## config.mk

```make
export PLATFORM = sky130hd
export DESIGN_NAME = sdram_cke_seq
export DESIGN_NICKNAME = d
export VERILOG_FILES = /design/src/rtl/cke_seq_pkg.sv /design/src/rtl/cke_cycle_timer.sv /design/src/rtl/cke_seq_ctrl.sv /design/src/rtl/sdram_cke_seq.sv
export SDC_FILE = /design/constraint.sdc
export NUM_CORES = 1
export LEC_CHECK = 0
export BUFFER_PORTS_ARGS = -buffer_cell sky130_fd_sc_hd__clkbuf_2
export CORE_MARGIN = 3
export CORE_UTILIZATION = 29
export CTS_BUF_LIST = sky130_fd_sc_hd__clkbuf_4 sky130_fd_sc_hd__clkbuf_8
export DETAILED_ROUTE_END_ITERATION = 10
export PLACE_DENSITY = 0.49
export REMOVE_ABC_BUFFERS = 1
export SYNTH_ARGS = -nofsm -noshare
export SYNTH_HDL_FRONTEND = slang
export SYNTH_SLANG_ARGS = --single-unit
```

## constraint.sdc

```tcl
create_clock -name clk -period 4.2 [get_ports clk]
set_input_delay 0.84 -clock clk [delete_from_list [all_inputs] [get_ports clk]]
set_output_delay 0.84 -clock clk [all_outputs]
set_load 0.03 [all_outputs]
```

## src/rtl/cke_seq_pkg.sv

```systemverilog
package cke_seq_pkg;

    typedef enum logic [2:0] {
        ST_RUN       = 3'd0,
        ST_PD        = 3'd1,
        ST_PD_NOP    = 3'd2,
        ST_PD_WAIT   = 3'd3,
        ST_SUSP      = 3'd4,
        ST_SUSP_EXIT = 3'd5
    } seq_state_e;

    typedef struct packed {
        logic cke;
        logic cmd_ok;
        logic nop;
        logic pd;
        logic susp;
    } seq_out_t;

    function automatic seq_out_t decode_state(input seq_state_e s);
        seq_out_t o;
        o.cke    = !(s == ST_PD || s == ST_SUSP);
        o.cmd_ok = (s == ST_RUN);
        o.nop    = (s == ST_PD_NOP || s == ST_PD_WAIT);
        o.pd     = (s == ST_PD);
        o.susp   = (s == ST_SUSP || s == ST_SUSP_EXIT);
        return o;
    endfunction

endpackage

```

## src/rtl/cke_cycle_timer.sv

```systemverilog
module cke_cycle_timer #(
    parameter int LIMIT = 4
) (
    input  logic clk,
    input  logic rst,
    input  logic run,
    output logic last
);
    localparam int W = $clog2(LIMIT + 1);

    logic [W-1:0] cnt;

    always_ff @(posedge clk) begin
        if (rst || !run) begin
            cnt <= '0;
        end else if (cnt != W'(LIMIT - 1)) begin
            cnt <= cnt + 1'b1;
        end
    end

    assign last = run && (cnt == W'(LIMIT - 1));
endmodule

```

## src/rtl/cke_seq_ctrl.sv

```systemverilog
module cke_seq_ctrl
    import cke_seq_pkg::*;
(
    input  logic       clk,
    input  logic       rst,
    input  logic       lp_req,
    input  logic       bank_active,
    input  logic       pd_expire,
    input  logic       exit_done,
    output seq_state_e state,
    output logic       ready
);
    seq_state_e nxt;
    logic       hold;

    always_comb begin
        nxt = state;
        unique case (state)
            ST_RUN:       if (lp_req && !hold) nxt = bank_active ? ST_SUSP : ST_PD;
            ST_PD:        if (!lp_req || pd_expire) nxt = ST_PD_NOP;
            ST_PD_NOP:    nxt = ST_PD_WAIT;
            ST_PD_WAIT:   if (exit_done) nxt = ST_RUN;
            ST_SUSP:      if (!lp_req) nxt = ST_SUSP_EXIT;
            ST_SUSP_EXIT: nxt = ST_RUN;
            default:      nxt = ST_RUN;
        endcase
    end

    always_ff @(posedge clk) begin
        if (rst) begin
            state <= ST_RUN;
            hold  <= 1'b0;
            ready <= 1'b0;
        end else begin
            state <= nxt;
            ready <= (state == ST_PD_WAIT && exit_done) || (state == ST_SUSP_EXIT);
            if (state == ST_PD && lp_req && pd_expire) hold <= 1'b1;
            else if (!lp_req)                           hold <= 1'b0;
        end
    end

    // a held request never re-enters straight after a forced exit
    a_r8_holdoff: assert property (@(posedge clk) disable iff (rst)
        (hold && state == ST_RUN) |=> (state == ST_RUN));
endmodule

```

## src/rtl/sdram_cke_seq.sv

```systemverilog
module sdram_cke_seq
    import cke_seq_pkg::*;
#(
    parameter int PD_MAX_CYC = 64,
    parameter int EXIT_CYC   = 3
) (
    input  logic clk,
    input  logic rst,
    input  logic lp_req,
    input  logic bank_active,
    output logic cke,
    output logic cmd_allow,
    output logic nop_force,
    output logic pd_active,
    output logic susp_active,
    output logic ready
);
    localparam int RUN_W = $clog2(PD_MAX_CYC + 2);

    seq_state_e state;
    seq_out_t   outs;
    logic       pd_expire;
    logic       exit_done;

    cke_seq_ctrl u_ctrl (
        .clk        (clk),
        .rst        (rst),
        .lp_req     (lp_req),
        .bank_active(bank_active),
        .pd_expire  (pd_expire),
        .exit_done  (exit_done),
        .state      (state),
        .ready      (ready)
    );

    cke_cycle_timer #(.LIMIT(PD_MAX_CYC)) u_pd_limit (
        .clk (clk),
        .rst (rst),
        .run (state == ST_PD),
        .last(pd_expire)
    );

    cke_cycle_timer #(.LIMIT(EXIT_CYC)) u_exit_wait (
        .clk (clk),
        .rst (rst),
        .run (state == ST_PD_WAIT),
        .last(exit_done)
    );

    assign outs        = decode_state(state);
    assign cke         = outs.cke;
    assign cmd_allow   = outs.cmd_ok;
    assign nop_force   = outs.nop;
    assign pd_active   = outs.pd;
    assign susp_active = outs.susp;

    // checker: consecutive power-down cycles already spent
    logic [RUN_W-1:0] pd_run;
    always_ff @(posedge clk) begin
        if (rst)            pd_run <= '0;
        else if (pd_active) pd_run <= pd_run + 1'b1;
        else                pd_run <= '0;
    end

    a_r10_no_cmd_low: assert property (@(posedge clk) disable iff (rst)
        (!cke || nop_force) |-> !cmd_allow);
    a_r4_nop_first: assert property (@(posedge clk) disable iff (rst)
        $fell(pd_active) |-> (cke && nop_force));
    a_r5_susp_resume: assert property (@(posedge clk) disable iff (rst)
        $fell(susp_active) |-> (cmd_allow && ready));
    a_r7_ready_single: assert property (@(posedge clk) disable iff (rst)
        ready |=> !ready);
    a_r6_pd_bound: assert property (@(posedge clk) disable iff (rst)
        pd_active |-> (pd_run < RUN_W'(PD_MAX_CYC)));
    a_r3_modes_exclusive: assert property (@(posedge clk) disable iff (rst)
        !(pd_active && susp_active));
endmodule

```

==> metrics <==
CTS buffer count=3; crit end category=output port; # setup viols final=0; number of enable flip-flop cells after synthesis=0; num rows=17; final slew viol count=0; Power Total=0.464 mW; Wirelength per Cell=11.1 um; CTS max path bufs=2; status=finished, final reports clean; xor/xnor share of the synthesized area=7.22%; commonest non-fill, non-tap cell in the layout=dfxtp_1; Final Cycle Share=53.2%; Area after DPL=777 um2; 1st-iter DRT viols=9; post-cts sizing count=0; Post-Syn Instances=84; Syn Area/Cell=8.67 um2; WP data arrival=1.40 ns; Setup CP Type=reg -> out; unrepaired setup endpoints after global routing=false; Residual DRC=0; Max-Cap Viols=0; DR vias/cell=4.89; leakage=0.301 nW; min cycle time layout=2.24 ns; Setup TNS Final=0 ns; Req. time, crit path=3.36 ns; Netlist cell types=30; CTS tree=done; Fmax achieved=447 MHz; Least-Margin Pin Slew=0.408 ns; Synth Flop Type=dfxtp_1; Root Buffer Master=clkbuf_4; largest net degree at the start of global routing=13; most frequent cells in the layout=dfxtp_1 (14), nor2_1 (10), clkbuf_2 (9); CTS Sinks=14; crit path max fanout=9; area added between synthesis and finish=11.7%; clock insertion delay at the later pin of the skew report=0.27 ns; CTS Hold Bufs=0; initial antenna violation count=0; R2R depth=5; Die X=56.1 um; r2r startpoint=u_pd_limit.cnt[0]; power per cell area=570 mW/mm2; synth warn=0; Fin. Hold Viols=0; number of global-route vias before repair=541; Hold Crit Depth=2; Worst Hold Launch=u_pd_limit.cnt[6]; Synth Cell Area=728 um2; die area=0.00315 mm2; Post-Route WL=1340 um; # port buffers=9; FF-to-FF End=u_ctrl.state[2]; hold slack final=0.428 ns; Peak VDD IR=0.293 mV; adder-cell area share of the yosys netlist=3.44%; Cells after DPL=117; I/O pin count=10; GRT Util Overall=9.42%; first-pass GRT wire length=2370 um; clock skew=0.00241 ns; via count=592; Final Core Density=35.4%; fin area=813 um2; Placer Congestion=0.814; Vert. Die Dim=56.1 um; mux share of post-synthesis cell area=0%; endpoint of the worst hold path=u_pd_limit.cnt[6]; Compound-Gate Fraction of Synth Area=17.9%; worst hold-check path type=reg -> reg; Final #Nets=100; layout cells sized above 1=17.2%; sequential-to-total area share from yosys stat=38.5%; core footprint=0.00230 mm2; postcts setup bufs=0; gr ovfl total=0; relative slew slack=72.8%; Worst Setup Slack, final=1.96 ns; initial core utilization=31.7%; pre-CTS setup slack=2.26 ns; Post-synth ARST share=0%; post-detailed-route count of antenna-violating nets=0; simple-gate share of the synthesized area=26.1%; nature of the critical path startpoint=register; largest family of logic cells by synthesized area=simple AND/OR/NAND/NOR gates; DR pass1 iterations=4; clock slew at reported path FFs=0.08 ns; # diodes=0; FF+latch count, synth=14; CTS HTree Levels=1; r2r setup slk=2.63 ns; DP HPWL=1030 um; Layout Cells excl Fill=121
-- worst max path at each step --
stage                               start   endpoint  slack (ns)
after detailed placement  u_ctrl.state[1]  nop_force        2.26
after floorplan           u_ctrl.state[0]  cmd_allow        2.23
after global routing      u_ctrl.state[0]        cke        1.80
final                     u_ctrl.state[1]  nop_force        1.96
after CTS                 u_ctrl.state[1]  nop_force        1.94
after global placement    u_ctrl.state[1]  nop_force        2.28
-- final cells by class --
type	count	area, um2
Sequential cell	14	280
Timing Repair Buffer	9	45.0
Fill cell	255	1480
Inverter	5	18.8
Multi-Input combinational cell	61	398
Tap cell	28	35.0
Clock buffer	4	36.3
-- power breakdown --
part	switching, mW	internal, mW	total, mW
clock network	0.0412	0.0526	0.0939
registers	0.0302	0.148	0.178
logic	0.129	0.0623	0.192
-- sequential cells by signal (all words and copies together), names as in the netlist --
| register | cells |
|---|---|
| u_ctrl.hold | 1 |
| u_ctrl.ready | 1 |
| u_ctrl.state | 3 |
| u_exit_wait.cnt | 2 |
| u_pd_limit.cnt | 7 |
-- logic make-up (layout without fill, tap and decap cells) --
kind of cell / Yosys count / after routing
xor gates and xnor gates: 6 / 6
buffers and inverters: 9 / 18
AOI/OAI and AO/OA: 18 / 18
DFF: 14 / 14
adders and majority gates: 2 / 2
and+or+nand+nor: 35 / 35
-- synth_stat cells (3+ instances only) --
master    n  share of area (%)
dfxtp_1  14                 38
nor2_1   10                5.2
a21oi_1   7                4.8
inv_1     5                2.6
nand2_1   4                2.1
nand3_1   4                2.7
nor3b_1   4                4.1
xnor2_1   4                4.8
a31oi_1   3                2.6
and3_1    3                2.6
-- critical path: stages, from the launching register on --
cell	delay, ns
dfxtp_1	0.47
inv_1	0.13
nor2_1	0.26
clkbuf_2	0.26
-- routing by layer --
metal  vias to the layer above  GRT usage (%)  wire [um]
li1                        312              -          -
met1                       271           12.2        679
met2                         7           14.4        608
met3                         2           4.18         45
met4                         0           2.03         10
met5                         -              0          0
Power figures use the tool's default switching activity.
